$ cat config.mk
export PLATFORM = sky130hd
export DESIGN_NAME = supply_guard
export DESIGN_NICKNAME = d
export VERILOG_FILES = /design/src/rtl/supply_guard_pkg.sv /design/src/rtl/supply_guard_filt.sv /design/src/rtl/supply_guard_dp.sv /design/src/rtl/supply_guard_ctrl.sv /design/src/rtl/supply_guard.sv
export SDC_FILE = /design/constraint.sdc
export NUM_CORES = 1
export LEC_CHECK = 0
export ABC_AREA = 1
export BUFFER_PORTS_ARGS = -buffer_cell sky130_fd_sc_hd__buf_2
export CAP_MARGIN = 25
export CORE_ASPECT_RATIO = 1.1
export CORE_MARGIN = 2
export CORE_UTILIZATION = 55
export CTS_CLUSTER_DIAMETER = 40
export DETAILED_ROUTE_END_ITERATION = 10
export PLACE_DENSITY = 0.73
export SLEW_MARGIN = 0
export SYNTH_ARGS = -nofsm -noshare
export SYNTH_HDL_FRONTEND = slang
export SYNTH_HIERARCHICAL = 1
export SYNTH_SLANG_ARGS = --single-unit
$ cat constraint.sdc
create_clock -name clk -period 4.85 [get_ports clk]
set_input_delay 0.7275 -clock clk [delete_from_list [all_inputs] [get_ports clk]]
set_output_delay 0.7275 -clock clk [all_outputs]
set_load 0.02 [all_outputs]
$ cat src/rtl/supply_guard_pkg.sv
package supply_guard_pkg;

  typedef enum logic [2:0] {
    ST_NORMAL,
    ST_GRACE,
    ST_PROTECT,
    ST_BATTERY,
    ST_RECOVER
  } guard_state_e;

  // Strobes from control to the timer datapath
  typedef struct packed {
    logic graceClr;
    logic graceStep;
    logic recClr;
    logic recStep;
  } timer_cmd_t;

endpackage

$ cat src/rtl/supply_guard_filt.sv
module supply_guard_filt #(
  parameter int SYNC_STAGES = 2,
  parameter int FILT_CYCLES = 3,
  parameter bit RESET_VAL   = 1'b0
) (
  input  logic clk,
  input  logic rstN,
  input  logic rawIn,
  output logic flagOut
);

  localparam int CW = $clog2(FILT_CYCLES + 1);

  logic [SYNC_STAGES-1:0] syncQ;
  logic                   syncOut;
  logic [CW-1:0]          runCnt;
  logic                   accQ;

  always_ff @(posedge clk or negedge rstN) begin
    if (!rstN) syncQ <= {SYNC_STAGES{RESET_VAL}};
    else       syncQ <= {syncQ[SYNC_STAGES-2:0], rawIn};
  end

  assign syncOut = syncQ[SYNC_STAGES-1];

  // Accept a new level only after FILT_CYCLES consecutive disagreeing samples
  always_ff @(posedge clk or negedge rstN) begin
    if (!rstN) begin
      accQ   <= RESET_VAL;
      runCnt <= '0;
    end else if (syncOut != accQ) begin
      if (runCnt == CW'(FILT_CYCLES - 1)) begin
        accQ   <= syncOut;
        runCnt <= '0;
      end else begin
        runCnt <= runCnt + 1'b1;
      end
    end else begin
      runCnt <= '0;
    end
  end

  assign flagOut = accQ;

  assert_flag_follows_sync_R3: assert property (@(posedge clk) disable iff (!rstN)
    !$stable(accQ) |-> ($past(syncOut) == accQ));

  assert_run_bounded_R3: assert property (@(posedge clk) disable iff (!rstN)
    runCnt < CW'(FILT_CYCLES));

endmodule

$ cat src/rtl/supply_guard_dp.sv
module supply_guard_dp
  import supply_guard_pkg::*;
#(
  parameter int GRACE_CYCLES   = 16,
  parameter int RECOVER_CYCLES = 64
) (
  input  logic       clk,
  input  logic       rstN,
  input  timer_cmd_t cmd,
  output logic       graceDone,
  output logic       recDone
);

  localparam int GW = $clog2(GRACE_CYCLES + 1);
  localparam int RW = $clog2(RECOVER_CYCLES + 1);

  logic [GW-1:0] graceCnt;
  logic [RW-1:0] recCnt;

  always_ff @(posedge clk or negedge rstN) begin
    if (!rstN)              graceCnt <= '0;
    else if (cmd.graceClr)  graceCnt <= '0;
    else if (cmd.graceStep) graceCnt <= graceCnt + 1'b1;
  end

  always_ff @(posedge clk or negedge rstN) begin
    if (!rstN)            recCnt <= '0;
    else if (cmd.recClr)  recCnt <= '0;
    else if (cmd.recStep) recCnt <= recCnt + 1'b1;
  end

  assign graceDone = (graceCnt == GW'(GRACE_CYCLES - 1));
  assign recDone   = (recCnt == RW'(RECOVER_CYCLES - 1));

  assert_grace_in_range_R5: assert property (@(posedge clk) disable iff (!rstN)
    graceCnt < GW'(GRACE_CYCLES));

  assert_recover_in_range_R7: assert property (@(posedge clk) disable iff (!rstN)
    recCnt < RW'(RECOVER_CYCLES));

endmodule

$ cat src/rtl/supply_guard_ctrl.sv
module supply_guard_ctrl
  import supply_guard_pkg::*;
(
  input  logic       clk,
  input  logic       rstN,
  input  logic       lowFlag,
  input  logic       battFlag,
  input  logic       cycleBusy,
  input  logic       graceDone,
  input  logic       recDone,
  output timer_cmd_t cmd,
  output logic       protectOut,
  output logic       battOut,
  output logic       hiZOut
);

  guard_state_e stateQ, stateD;

  always_ff @(posedge clk or negedge rstN) begin
    if (!rstN) stateQ <= ST_PROTECT;
    else       stateQ <= stateD;
  end

  always_comb begin
    stateD = stateQ;
    cmd    = '0;
    unique case (stateQ)
      ST_NORMAL: begin
        if (lowFlag) begin
          if (cycleBusy) begin
            stateD       = ST_GRACE;
            cmd.graceClr = 1'b1;
          end else begin
            stateD = ST_PROTECT;
          end
        end
      end
      ST_GRACE: begin
        if (!cycleBusy || graceDone) stateD = ST_PROTECT;
        else                         cmd.graceStep = 1'b1;
      end
      ST_PROTECT: begin
        if (battFlag) begin
          stateD = ST_BATTERY;
        end else if (!lowFlag) begin
          stateD     = ST_RECOVER;
          cmd.recClr = 1'b1;
        end
      end
      ST_BATTERY: begin
        if (!battFlag) stateD = ST_PROTECT;
      end
      ST_RECOVER: begin
        if (lowFlag)      stateD = ST_PROTECT;
        else if (recDone) stateD = ST_NORMAL;
        else              cmd.recStep = 1'b1;
      end
      default: stateD = ST_PROTECT;
    endcase
  end

  assign protectOut = (stateQ != ST_NORMAL) && (stateQ != ST_GRACE);
  assign hiZOut     = protectOut;
  assign battOut    = (stateQ == ST_BATTERY);

  assert_idle_drop_protects_R4: assert property (@(posedge clk) disable iff (!rstN)
    (stateQ == ST_NORMAL && lowFlag && !cycleBusy) |=> protectOut);

  assert_access_end_protects_R5: assert property (@(posedge clk) disable iff (!rstN)
    (stateQ == ST_GRACE && !cycleBusy) |=> protectOut);

  assert_grace_expiry_protects_R5: assert property (@(posedge clk) disable iff (!rstN)
    (stateQ == ST_GRACE && graceDone) |=> protectOut);

  assert_battery_needs_flag_R6: assert property (@(posedge clk) disable iff (!rstN)
    $rose(battOut) |-> $past(battFlag));

  assert_release_after_count_R7: assert property (@(posedge clk) disable iff (!rstN)
    $fell(protectOut) |-> ($past(recDone) && !$past(lowFlag)));

endmodule

$ cat src/rtl/supply_guard.sv
module supply_guard
  import supply_guard_pkg::*;
#(
  parameter int SYNC_STAGES    = 2,
  parameter int FILT_CYCLES    = 3,
  parameter int GRACE_CYCLES   = 16,
  parameter int RECOVER_CYCLES = 64
) (
  input  logic clk,
  input  logic rstN,
  input  logic supplyLowRaw,
  input  logic battLowRaw,
  input  logic cycleBusy,
  output logic memProtect,
  output logic battSelect,
  output logic dataHiZ
);

  localparam int NFLAGS = 2;

  logic [NFLAGS-1:0] rawVec;
  logic [NFLAGS-1:0] flagVec;
  timer_cmd_t        cmd;
  logic              graceDone;
  logic              recDone;

  assign rawVec = {battLowRaw, supplyLowRaw};

  // Index 0: deselect-level flag (resets to "low"), index 1: switchover flag
  for (genvar i = 0; i < NFLAGS; i++) begin : g_flag
    supply_guard_filt #(
      .SYNC_STAGES(SYNC_STAGES),
      .FILT_CYCLES(FILT_CYCLES),
      .RESET_VAL  (i == 0)
    ) u_filt (
      .clk    (clk),
      .rstN   (rstN),
      .rawIn  (rawVec[i]),
      .flagOut(flagVec[i])
    );
  end

  supply_guard_dp #(
    .GRACE_CYCLES  (GRACE_CYCLES),
    .RECOVER_CYCLES(RECOVER_CYCLES)
  ) u_dp (
    .clk      (clk),
    .rstN     (rstN),
    .cmd      (cmd),
    .graceDone(graceDone),
    .recDone  (recDone)
  );

  supply_guard_ctrl u_ctrl (
    .clk       (clk),
    .rstN      (rstN),
    .lowFlag   (flagVec[0]),
    .battFlag  (flagVec[1]),
    .cycleBusy (cycleBusy),
    .graceDone (graceDone),
    .recDone   (recDone),
    .cmd       (cmd),
    .protectOut(memProtect),
    .battOut   (battSelect),
    .hiZOut    (dataHiZ)
  );

endmodule

## Yosys cells after proc, flatten, opt, wreduce, memory -nomap -nowiden

Index checks and enable logic that the tools add are counted.

| storage, ports and cells | value |
|---|---|
| word-level logic and storage cells | 67 |
| output and inout bits | 3 |
| flip-flop bits (word level) | 25 |

| cells by class | value |
|---|---|
| $add $sub $neg | 4 |
| reduce and logical (&&, ||, !) cells | 10 |
| equality and inequality tests | 16 |
| muxes and demuxes | 28 |

Operator list:

| kind | number |
|---|---|
| $mux W3 | 7 |
| $pmux W3 S5 | 1 |
| $mux W7 | 2 |
| $mux W1 | 11 |
| $mux W2 | 5 |
| $mux W5 | 2 |
| $add A7 B1 Y7 const B | 1 |
| $eq A7 B6 Y1 const B | 1 |
| $eq A3 B2 Y1 const B | 2 |
| $ne A3 B3 Y1 const B | 2 |
| $add A5 B1 Y5 const B | 1 |
| $eq A5 B4 Y1 const B | 1 |
| $reduce_and A5 Y1 | 1 |
| $add A2 B1 Y2 const B | 2 |
| $eq A2 B2 Y1 const B | 2 |
| $ne A2 B2 Y1 const B | 2 |
| $reduce_and A2 Y1 | 2 |
| $reduce_bool A2 Y1 | 2 |
| $eq A3 B1 Y1 const B | 1 |
| $eq A3 B3 Y1 const B | 1 |
| $logic_not A3 Y1 | 1 |
| $ne A3 B1 Y1 const B | 1 |
| $reduce_bool A3 Y1 | 1 |
| $ne A1 B1 Y1 | 2 |
| 4 further kinds | 4 |

## Longest topological paths before layout

| depth | value |
|---|---|
| depth in word-level cells | 6 |
| depth in mapped cells | 12 |

## Cells and area by module

The synthesis kept the hierarchy.

Modules (own cells, without submodules):

| module | area an instance (um^2) | instances | sequential area each (um^2) | cells each |
|---|---|---|---|---|
| supply_guard_dp | 651.9 | 1 | 300.3 | 80 |
| supply_guard_ctrl | 326.6 | 1 | 76.3 | 51 |
| supply_guard_filt (g_flag[0].u_filt) | 190.2 | 1 | 128.9 | 21 |
| supply_guard_filt (g_flag[1].u_filt) | 186.4 | 1 | 125.1 | 21 |

## Worst setup path after synthesis

OpenSTA, ideal clock, no wires.

| timing path | value |
|---|---|
| kind | flip-flop to output port |
| start point | register u_ctrl.stateQ[1] |
| end point | output memProtect |
| buffers on the path | 2 |
| arrival time | 1.012 ns |
| slack | 3.111 ns |
| stages on the path, launching flop included | 5 |
| cells stage by stage | dfstp_2 buf_6 nor2_2 inv_1 buf_4 |

| between the ends | value |
|---|---|
| word-level cells in the longest chain between the ends | 2 |
| elaborated cells on any way between the ends | 3 |

Ends and longest elaborated chain:

| what | RTL line | RTL |
|---|---|---|
| start: declaration | supply_guard_ctrl.sv:17 | `guard_state_e stateQ, stateD;` |
| start signal: assignment | supply_guard_ctrl.sv:21 | `else stateQ <= stateD;` |
| $ne A3 B1 Y1 or $reduce_bool A3 Y1 (tied branches) | supply_guard_ctrl.sv:62 | `assign protectOut = (stateQ != ST_NORMAL) && (stateQ != ST_GRACE);` |
| $logic_and A1 B1 Y1 (*) | supply_guard_ctrl.sv:62 |  |
| end: declaration | supply_guard.sv:14 | `output logic memProtect,` |

Every way passes the cells marked *; elsewhere a longest branch is shown, timed or not.

## Final worst setup path

| timing path | value |
|---|---|
| start point | register u_ctrl.stateQ[1] |
| end point | output battSelect |

| between the ends | value |
|---|---|
| word-level cells in the longest chain between the ends | 1 |

Ends and longest elaborated chain:

| what | RTL line | RTL |
|---|---|---|
| $eq A3 B2 Y1 | supply_guard_ctrl.sv:64 | `assign battOut = (stateQ == ST_BATTERY);` |
| end: declaration | supply_guard.sv:15 | `output logic battSelect,` |

No other way between the ends.

==> impl_summary.log <==
[metrics] endpoints failing hold: 0
[metrics] number of warning messages in the yosys log: 6
[metrics] depth of the critical timing path with buffers and inverters included: 3
[metrics] overall die area: approximately 0.0029 mm^2
[metrics] PnR Total Power: approximately 0.00074 W
[metrics] Die X: 51.33 um
[metrics] end of the worst register-to-register path: u_dp/graceCnt[3]$_DFFE_PN0P_
[metrics] number of top-level pins: 8
[metrics] Worst-Margin Slew: approximately 520 ps
[metrics] row count: 18
[metrics] worst stage delay on the critical path: 670 ps
[metrics] final max-slew violation count: 0
[metrics] setup clock skew after layout: about 1.4 ps
[metrics] cell count of the worst reg-to-reg path: 12
[metrics] global route overflow: 0
[metrics] category of cells accounting for the largest share of critical-path delay: flip-flops
[metrics] startpoint of the worst register-to-register path: u_dp/graceCnt[1]$_DFFE_PN0P_
[metrics] proportion of layout cells with a drive suffix above 1: 0.1657
[metrics] buffer type at the clock tree root: clkbuf_4
[metrics] Worst Hold Launch: g_flag[1].u_filt/syncQ[0]$_DFF_PN0_
[metrics] number of buffers inserted during clock tree synthesis: 3
[metrics] worst relative slew slack: 0.6508
[metrics] final period utilization: 0.4174
[metrics] detailed placer's ending HPWL: between 1.5 and 2 mm
[metrics] count of port buffers added during placement: 7
[metrics] number of global-route vias before repair: about 1100
[metrics] Global Route Usage Sum: 0.1824
[metrics] chip height: approximately 56 um
[metrics] clock latency on the worst-skew pair: 300 ps
[metrics] number of buffers on the longest clock path: 2
[metrics] first-pass iteration count of the detailed router: 4
[metrics] setup slack of the worst register-to-register path: 3020 ps
[metrics] DR iter-0 viols: 25
[metrics] most common library cell in the layout ignoring fill and taps: nand2_1
[metrics] post-CTS setup-driven buffer insertion count: 0
[metrics] slowest stage cell on the critical path: dfstp_2
[metrics] antenna cell count: 0
[metrics] core region area: approximately 0.0023 mm^2
[metrics] WP buf/inv: 1
[metrics] H-tree depth: 1
[metrics] final period demand of the worst path: around 2000 ps
[metrics] power per standard cell area: approximately 520 mW/mm^2
[metrics] count of final setup violators: 0
[metrics] status: finished clean
[metrics] wire length of the first global-routing pass: around 4.1 mm
[metrics] antenna violations before repair: 0
[metrics] total vias in the final route: around 1100
[metrics] depth of the worst hold-timing path: 0
[metrics] number of storage elements in the synthesis netlist: 25
[metrics] kind of end point of the critical path: output port
[metrics] Critical Path RT: 4120 ps
[metrics] Syn-to-layout area delta: 5.079%
[metrics] max frequency: 494.0 MHz
[metrics] Arr. time, crit path: between 1000 and 1500 ps
[metrics] largest net degree at the start of global routing: 26
[metrics] Worst Hold Endpoint: g_flag[1].u_filt/syncQ[1]$_DFF_PN0_
[metrics] Hold WC Path Type: reg -> reg
[metrics] worst setup path class: reg -> out
[metrics] DRT Wirelength: around 2.1 mm
[metrics] maximum fanout count along the critical path: 9
[metrics] number of library cell types mapped by synthesis: 24
[metrics] Sum Neg Setup Slack: 0 ps
[metrics] number of hold buffers added after CTS: 0
[metrics] average vias per placed instance: about 5.0
[metrics] Avg Inst Size Synth: between 7 and 8 um^2
[metrics] Final Wtd Congestion: around 0.81
[metrics] Post-Syn Nets: ~180
[metrics] sinks on the clock net: 25
[metrics] clock-pin slew reported for the worst setup and hold paths after clock tree synthesis: 120 ps
[metrics] leakage power of the design: 0.7889 nW
[metrics] Resized Gates After CTS: 0
[metrics] count of mapped cells out of synthesis: about 170
[metrics] antenna violation net count after detailed routing: 0
[metrics] TritonCTS clock tree: done
[metrics] commonest cells after routing, fill and taps aside: nand2_1, inv_1, dfrtp_1, nor2_1, nand3_1
[metrics] initial core utilization: 0.5899
[metrics] Worst VDD drop: about 350 uV
[metrics] series of cell instances along the critical path: nand2_1 -> nor2_1 -> buf_2
[metrics] Wirelength per Cell: about 10 um
[metrics] max cap viols: 0
[metrics] Final #Nets: 190
[metrics] cell area after synthesis: 0.001355 mm^2
[metrics] filler instances: 209
[metrics] part of the Yosys area used for sequential elements: 0.4654
[metrics] startpoint class of the critical path: flip-flop
[metrics] post-route DRC violation count: 0
[metrics] RSZ-0062 raised after global routing: no
[registers in the layout, indices dropped and copies added, names as in the netlist]
| register | flops |
|---|---|
| g_flag.u_filt/flagOut | 2 |
| g_flag.u_filt/runCnt | 4 |
| g_flag.u_filt/syncQ | 4 |
| u_ctrl/stateQ | 3 |
| u_dp/graceCnt | 5 |
| u_dp/recCnt | 7 |
[per-stage QoR]
stage | instances | hold slack (ps) | worst slack (ps) | utilization | cell area (um^2)
floorplan | 173 | 331.2 | 3111 | - | 1355
global placement | 207 | 332.7 | 3065 | 0.6084 | 1398
detailed placement | 207 | 336.2 | 3029 | 0.6084 | 1398
CTS | 211 | 364.9 | 2815 | 0.6198 | 1424
global route | 211 | 375.3 | 2729 | 0.6198 | 1424
finish | 211 | 362.0 | 2826 | 0.6198 | 1424
[how the worst max path moves through the flow]
stage	start	end
3_5_place_dp	u_dp/graceCnt[1]$_DFFE_PN0P_	u_dp/graceCnt[3]$_DFFE_PN0P_
3_3_place_gp	u_dp/graceCnt[1]$_DFFE_PN0P_	u_dp/graceCnt[3]$_DFFE_PN0P_
5_1_grt	u_ctrl/stateQ[1]$_DFFE_PN1P_	battSelect
6_report	u_ctrl/stateQ[1]$_DFFE_PN1P_	battSelect
2_1_floorplan	u_ctrl/stateQ[1]$_DFFE_PN1P_	memProtect
4_1_cts	u_ctrl/stateQ[1]$_DFFE_PN1P_	battSelect
[routing by layer]
layer,GRT usage,vias to the layer above,routed length [um]
met3,0.03763,6,77
met1,0.2130,479,961
met4,0.07895,0,36
li1,-,550,-
met2,0.3173,24,1056
met5,0,-,0
[cells by family after synthesis]
kind of cell	after synthesis	share of synthesized area
compound gates	13	0.05079
buf+inv	34	0.1080
fa+ha+maj	3	0.02770
flops	25	0.4654
simple gates	98	0.3481
[final cells by class]
| type | instances | area (um^2) | share of cell area |
|---|---|---|---|
| flip-flops and latches | 25 | 630.6 | 0.4429 |
| well taps | 30 | 37.54 | 0.02636 |
| clock buffers | 4 | 26.28 | 0.01845 |
| multi-input cells | 114 | 578.1 | 0.4060 |
| repair buffers | 7 | 35.03 | 0.02460 |
| inverters | 31 | 116.4 | 0.08172 |
[power by group]
| group | internal, W | switching (W) |
|---|---|---|
| combinational | 0.000109 | 0.000197 |
| clock | 0.0000321 | 0.0000545 |
| sequential | 0.000278 | 0.0000682 |
| total | 0.000419 | 0.000319 |
[synth_stat cells]
master	count	share of area
nor2_2	4	0.018
dfrtp_1	21	0.39
nand2_1	44	0.12
o22ai_1	1	0.0046
nor3_2	1	0.0074
nand3b_1	1	0.0055
buf_4	1	0.0055
a21oi_1	8	0.030
ha_1	3	0.028
o21ai_1	1	0.0037
nor2_1	20	0.055
nand2_2	2	0.0092
buf_6	2	0.017
dfstp_2	4	0.078
nand3_1	12	0.044
nand4_1	4	0.018
nor2_4	4	0.033
o21ai_0	2	0.0074
inv_1	29	0.080
a21o_1	1	0.0055
nor4_1	1	0.0046
nor3_1	2	0.0074
nand3_2	3	0.022
inv_2	2	0.0055
Power figures use the tool's default switching activity.
